`config.mk`:
```
export PLATFORM = sky130hd
export DESIGN_NAME = clk_window_monitor
export DESIGN_NICKNAME = d
export VERILOG_FILES = /design/src/rtl/clk_window_pkg.sv /design/src/rtl/ref_edge_detect.sv /design/src/rtl/period_counter.sv /design/src/rtl/window_check.sv /design/src/rtl/clk_window_monitor.sv
export SDC_FILE = /design/constraint.sdc
export NUM_CORES = 1
export LEC_CHECK = 0
export ABC_CLOCK_PERIOD_IN_PS = 2700
export CAP_MARGIN = 40
export CORE_MARGIN = 2
export CORE_UTILIZATION = 35
export DETAILED_ROUTE_END_ITERATION = 12
export DONT_BUFFER_PORTS = 1
export HOLD_SLACK_MARGIN = 0.02
export SKIP_CTS_REPAIR_TIMING = 1
export SYNTH_ARGS = -nofsm -noshare
export SYNTH_HDL_FRONTEND = slang
export SYNTH_HIERARCHICAL = 1
export SYNTH_SLANG_ARGS = --single-unit
```
`constraint.sdc`:
```
create_clock -name clk -period 2.7 [get_ports clk]
set_input_delay 0.54 -clock clk [delete_from_list [all_inputs] [get_ports clk]]
set_output_delay 0.54 -clock clk [all_outputs]
set_load 0.02 [all_outputs]
```
`src/rtl/clk_window_pkg.sv`:
```
`timescale 1ns/1ps
package clk_window_pkg;

  typedef enum logic [1:0] {
    EDGE_RISE = 2'b00,
    EDGE_FALL = 2'b01,
    EDGE_BOTH = 2'b10,
    EDGE_RSVD = 2'b11
  } edge_mode_e;

  typedef enum logic [1:0] {
    VERDICT_NONE  = 2'b00,
    VERDICT_INSIDE = 2'b01,
    VERDICT_OUTSIDE = 2'b10
  } verdict_e;

endpackage

```
`src/rtl/ref_edge_detect.sv`:
```
`timescale 1ns/1ps
module ref_edge_detect
  import clk_window_pkg::*;
#(
  parameter int SYNC_STAGES = 2
) (
  input  logic       clk,
  input  logic       rst_n,
  input  logic       ref_async,
  input  logic [1:0] edge_sel,
  output logic       edge_pulse
);

  localparam int LAST = SYNC_STAGES - 1;

  logic [SYNC_STAGES-1:0] sync_q;
  logic                   prev_q;
  logic                   rise_w;
  logic                   fall_w;

  always_ff @(posedge clk or negedge rst_n) begin
    if (!rst_n) sync_q[0] <= 1'b0;
    else        sync_q[0] <= ref_async;
  end

  for (genvar g = 1; g < SYNC_STAGES; g++) begin : g_sync
    always_ff @(posedge clk or negedge rst_n) begin
      if (!rst_n) sync_q[g] <= 1'b0;
      else        sync_q[g] <= sync_q[g-1];
    end
  end

  always_ff @(posedge clk or negedge rst_n) begin
    if (!rst_n) prev_q <= 1'b0;
    else        prev_q <= sync_q[LAST];
  end

  assign rise_w = sync_q[LAST] & ~prev_q;
  assign fall_w = ~sync_q[LAST] & prev_q;

  always_comb begin
    unique case (edge_mode_e'(edge_sel))
      EDGE_FALL: edge_pulse = fall_w;
      EDGE_BOTH: edge_pulse = rise_w | fall_w;
      default:   edge_pulse = rise_w;
    endcase
  end


  single_dir_chk: assert property (@(posedge clk) disable iff (!rst_n)
    (edge_sel != 2'b10 && edge_pulse) |=> !edge_pulse);

endmodule

```
`src/rtl/period_counter.sv`:
```
`timescale 1ns/1ps
module period_counter #(
  parameter int CNT_W = 16
) (
  input  logic             clk,
  input  logic             rst_n,
  input  logic             run,
  input  logic             edge_pulse,
  output logic [CNT_W-1:0] cap_value,
  output logic             cap_valid
);

  localparam logic [CNT_W-1:0] CNT_MAX  = {CNT_W{1'b1}};
  localparam logic [CNT_W-1:0] CNT_ZERO = '0;

  logic [CNT_W-1:0] cnt_q;
  logic [CNT_W-1:0] cnt_inc;
  logic             armed_q;

  assign cnt_inc = (cnt_q == CNT_MAX) ? CNT_MAX : cnt_q + 1'b1;

  always_ff @(posedge clk or negedge rst_n) begin
    if (!rst_n) begin
      cnt_q     <= CNT_ZERO;
      armed_q   <= 1'b0;
      cap_value <= CNT_ZERO;
      cap_valid <= 1'b0;
    end else begin
      cap_valid <= 1'b0;
      if (!run) begin
        cnt_q   <= CNT_ZERO;
        armed_q <= 1'b0;
      end else if (edge_pulse) begin
        cnt_q <= CNT_ZERO;
        if (!armed_q) begin
          armed_q <= 1'b1;
        end else begin
          cap_value <= cnt_inc;
          cap_valid <= 1'b1;
        end
      end else if (armed_q) begin
        cnt_q <= cnt_inc;
      end
    end
  end


  arm_no_capture_chk: assert property (@(posedge clk) disable iff (!rst_n)
    (run && !armed_q && edge_pulse) |=> (!cap_valid && $stable(cap_value)));


  restart_chk: assert property (@(posedge clk) disable iff (!rst_n)
    (run && armed_q && edge_pulse) |=> (cap_valid && cnt_q == CNT_ZERO));


  stop_clear_chk: assert property (@(posedge clk) disable iff (!rst_n)
    (!run) |=> (cnt_q == CNT_ZERO && !cap_valid));


  sat_hold_chk: assert property (@(posedge clk) disable iff (!rst_n)
    (run && armed_q && !edge_pulse && cnt_q == CNT_MAX) |=> (cnt_q == CNT_MAX));

endmodule

```
`src/rtl/window_check.sv`:
```
`timescale 1ns/1ps
module window_check
  import clk_window_pkg::*;
#(
  parameter int CNT_W = 16
) (
  input  logic             clk,
  input  logic             rst_n,
  input  logic [CNT_W-1:0] cap_value,
  input  logic             cap_valid,
  input  logic [CNT_W-1:0] lim_upper,
  input  logic [CNT_W-1:0] lim_lower,
  input  logic             clr_end,
  input  logic             clr_err,
  output logic             end_flag,
  output logic             err_flag
);

  verdict_e verdict;

  always_comb begin
    if (!cap_valid)
      verdict = VERDICT_NONE;
    else if (cap_value > lim_upper || cap_value < lim_lower)
      verdict = VERDICT_OUTSIDE;
    else
      verdict = VERDICT_INSIDE;
  end

  always_ff @(posedge clk or negedge rst_n) begin
    if (!rst_n) begin
      end_flag <= 1'b0;
      err_flag <= 1'b0;
    end else begin
      if (verdict != VERDICT_NONE) end_flag <= 1'b1;
      else if (clr_end)            end_flag <= 1'b0;
      if (verdict == VERDICT_OUTSIDE) err_flag <= 1'b1;
      else if (clr_err)               err_flag <= 1'b0;
    end
  end


  above_window_chk: assert property (@(posedge clk) disable iff (!rst_n)
    (cap_valid && cap_value > lim_upper) |=> (err_flag && end_flag));


  below_window_chk: assert property (@(posedge clk) disable iff (!rst_n)
    (cap_valid && cap_value < lim_lower) |=> (err_flag && end_flag));


  inside_keeps_err_chk: assert property (@(posedge clk) disable iff (!rst_n)
    (cap_valid && cap_value <= lim_upper && cap_value >= lim_lower && !clr_err)
      |=> ($stable(err_flag) && end_flag));


  clear_end_chk: assert property (@(posedge clk) disable iff (!rst_n)
    (clr_end && !cap_valid) |=> !end_flag);

endmodule

```
`src/rtl/clk_window_monitor.sv`:
```
`timescale 1ns/1ps
module clk_window_monitor #(
  parameter int CNT_W       = 16,
  parameter int SYNC_STAGES = 2
) (
  input  logic             clk,
  input  logic             rst_n,
  input  logic             ref_in,
  input  logic             ref_mode_pin,
  input  logic             ref_pin_en,
  input  logic [1:0]       edge_sel,
  input  logic [CNT_W-1:0] lim_upper,
  input  logic [CNT_W-1:0] lim_lower,
  input  logic             run_wr,
  input  logic             run_wdata,
  input  logic             irq_end_en,
  input  logic             irq_err_en,
  input  logic             clr_end,
  input  logic             clr_err,
  output logic [CNT_W-1:0] meas_count,
  output logic             run_active,
  output logic             end_flag,
  output logic             err_flag,
  output logic             irq_end,
  output logic             irq_err
);

  logic             run_q;
  logic             edge_pulse;
  logic             cap_valid;
  logic [CNT_W-1:0] cap_value;

  always_ff @(posedge clk or negedge rst_n) begin
    if (!rst_n)      run_q <= 1'b0;
    else if (run_wr) run_q <= run_wdata & ref_mode_pin & ref_pin_en;
  end

  ref_edge_detect #(.SYNC_STAGES(SYNC_STAGES)) u_edge (
    .clk        (clk),
    .rst_n      (rst_n),
    .ref_async  (ref_in),
    .edge_sel   (edge_sel),
    .edge_pulse (edge_pulse)
  );

  period_counter #(.CNT_W(CNT_W)) u_count (
    .clk        (clk),
    .rst_n      (rst_n),
    .run        (run_q),
    .edge_pulse (edge_pulse),
    .cap_value  (cap_value),
    .cap_valid  (cap_valid)
  );

  window_check #(.CNT_W(CNT_W)) u_window (
    .clk       (clk),
    .rst_n     (rst_n),
    .cap_value (cap_value),
    .cap_valid (cap_valid),
    .lim_upper (lim_upper),
    .lim_lower (lim_lower),
    .clr_end   (clr_end),
    .clr_err   (clr_err),
    .end_flag  (end_flag),
    .err_flag  (err_flag)
  );

  assign meas_count = cap_value;
  assign run_active = run_q;
  assign irq_end    = end_flag & irq_end_en;
  assign irq_err    = err_flag & irq_err_en;


  run_gate_chk: assert property (@(posedge clk) disable iff (!rst_n)
    (run_wr && !(ref_mode_pin && ref_pin_en)) |=> !run_active);


  stop_no_capture_chk: assert property (@(posedge clk) disable iff (!rst_n)
    (!run_active && $past(!run_active)) |=> $stable(meas_count));

endmodule

```
==> flow_summary.toml <==
[floorplanning]
die_area_um2 = 8800
die_x_um = 93.8
num_rows = 32
io_pins = 66
fp.dieH_um = 93.8
core_area_um2 = 7770
start_util_pct = 36.3

[logic_synthesis]
ys_ff_latch = 40
synthMuxAreaShare_pct = 0.710
synthAdderAreaFrac_pct = 16.0
yosysWarnings = 6
synthCells = 317
synth_nets = 398
synthXorXnorAreaFrac_pct = 3.41
synth_edf_count = 0
yosysTopAreaCell = "dfrtp_1"
yosysSeqAreaShare_pct = 35.5
yosys-top-cells-area = "dfrtp_1, ha_1, inv_1, a21oi_1, nor2_1"
async_reset_ff_share_pct = 100
ys.flop_type = "dfrtp_1"
synth_compound_area_share_pct = 16.4
netlist_area_um2 = 2820
syn_avg_cell_area_um2 = 8.90
synth_top_family_by_area = "simple AND/OR/NAND/NOR gates"
yosysTopAreaCellShare_pct = 35.5
yosys.area_share.simple_pct = 20.0
ys_types = 45

[route]
first_pass_iters = 4
wl_per_cell_um = 14.3
via_per_inst = 5.20
ant_nets = 0
drc = 0
vias = 2180
drt-total-wl_mm = 6.00
dr.first_iter.drc_count = 116

[placement]
io_buffers = 0
gp_congestion = 0.816
post-dp-hpwl_mm = 4.75

[worst_setup_path]
critPathTopFamily = "buffers and inverters"
max_stage_delay_ps = 380
crit_buf_inv = 3
ff2ff_path_depth = 9
cp_slowest_cell = "dfrtp_1"
crit_required_ps = 2910
path_cells = "inv_1, ha_1, nand2b_1, a31oi_1, nand3_1, inv_1, buf_4, nor2_1, a31oi_1"
startpoint_type = "flop"
cp.depth = 9
path_class = "reg2reg"
end_kind = "flop"
cp.arrival_ps = 2340
path_max_fanout = 14

[timing]
hold_viol_final = 0
drv_slew = 0
setup_viol = 0
post-route-min-period_ps = 2130
rsz0062_at_grt = "no"
fin_worst_skew_ps = 3.42
max-slew-margin-rel_pct = 51.1
fin_hold_ws_ps = 86.3
worst_pin_slew_ps = 728
timing.fmax_ghz = 0.469
finalSetupTns_ps = 0
period_share_pct = 79.0

[finish]
drive_gt1_share_pct = 6.94
nets = 398
antenna_cells = 0
area_growth_pct = 7.18
final_core_util_pct = 38.9

[grt]
grt.total_usage_pct = 13.7
grt_pass1_wl_mm = 9.65
grt_max_degree = 41
overflow = 0
grt_pass1_vias = 2003
grt_antenna_before_repair = 0

[clocking]
cts_root_buf = "clkbuf_8"
clk_pin_slew_ps = 80
clockBufferDepth = 2
cts_tree = "built"
insertion_delay_ps = 280
clock_sinks = 40
htree_levels = 2
cts_buffers = 5

[power_and_ir_drop]
peakVddDrop_v = 0.000175
p_leak_nw = 1.52
powerDensity_nw_per_um2 = 449

[hold_path]
min_path_type = "in2async"

[status]
outcome = "finished clean"

[flow_run]
max_cap_violations = 0
## synthesized netlist by cell type, types with 6 or more instances
library cell and instances:
a21oi_1 25, a31oi_1 11, dfrtp_1 40, ha_1 36
inv_1 43, nand2_1 19, nand3_1 11, nand4_1 7
nor2_1 26, nor3_1 11, o21ai_0 14, xnor2_1 6
## where the power goes
group | leakage, nW | total [mW] | switching [mW] | internal [mW]
combinational | 0.939 | 0.241 | 0.133 | 0.108
clock | 0.0400 | 0.374 | 0.199 | 0.175
sequential | 0.545 | 0.742 | 0.105 | 0.638
total | 1.52 | 1.36 | 0.437 | 0.921
## routing by layer
metal	GRT usage, %	part of all wire, %	vias up
met3	3.13	4.3	2
met4	3.26	0.48	0
met5	0	0	-
met2	22.9	47	62
met1	18.1	48	1003
li1	-	-	1113
## cells by family (layout without fill, tap and decap cells)
family	count (synthesis)	in the layout
AO/OA/AOI/OAI	72	72
XOR/XNOR	11	11
adder cells (fa/ha/maj)	36	36
buffers and inverters	55	55
flip-flops	40	40
multiplexers	2	2
AND/OR/NAND/NOR	101	101
## cell type report
class | instances | area (um^2)
clock buffers | 5 | 68.8
clock inverters | 2 | 12.5
fillers | 798 | 4740
inverters | 43 | 161
multi-input cells | 222 | 1600
flip-flops and latches | 40 | 1000
well taps | 102 | 128
repair buffers | 5 | 57.6
## cells in the final DEF (no fill, tap or decap), types with 3 or more instances in the layout
cell / instances
a21oi_1: 25
and2_1: 3
a21o_1: 4
nor3_1: 11
buf_4: 4
o21ai_0: 14
dfrtp_1: 40
nand2b_1: 5
nor2_1: 26
ha_1: 36
inv_1: 43
xor2_1: 5
and4_1: 5
nor2b_1: 3
nand3_1: 11
and3_1: 3
clkbuf_8: 5
a31oi_1: 11
xnor2_1: 6
nand4_1: 7
nand2_1: 19
## per-stage QoR
stage	instance area, um^2	power [mW]	cells	worst slack, ps
global placement	2920	0.970	411	520
floorplan	2820	0.914	317	607
CTS	3000	1.37	418	561
global route	3020	1.46	419	335
finish	3020	1.36	419	568
detailed placement	2920	0.982	411	456
## sequential cells by signal (all words and copies together) (netlist names)
name and cells:
u_edge/sync_q 2, u_count/cap_valid 1, u_count/cnt_q 16, u_count/cap_value 16, u_window/err_flag 1, u_window/end_flag 1, run_active 1, u_edge/prev_q 1
u_count/armed_q 1
## worst paths after layout
check	from	end	slack, ps
worst max-delay path	u_edge/sync_q[1]$_DFF_PN0_	u_count/cap_value[15]$_DFFE_PN0P_	570
worst min-delay path	rst_n	u_count/cap_value[7]$_DFFE_PN0P_	90
worst max register to register	u_edge/sync_q[1]$_DFF_PN0_	u_count/cap_value[15]$_DFFE_PN0P_	570
worst min register to register	u_edge/sync_q[0]$_DFF_PN0_	u_edge/sync_q[1]$_DFF_PN0_	350
max in group asynchronous	rst_n	u_count/cnt_q[7]$_DFFE_PN0P_	2420
min in group clk	ref_in	u_edge/sync_q[0]$_DFF_PN0_	280
## worst register-to-register path, cell delays in order (launching register included)
cell      delay, ps
dfrtp_1         380
inv_1            60
ha_1            280
nand2b_1        140
a31oi_1         280
nand3_1         180
inv_1           310
buf_4           230
nor2_1           50
a31oi_1         140
No activity file was read; power rests on OpenSTA's default activity.
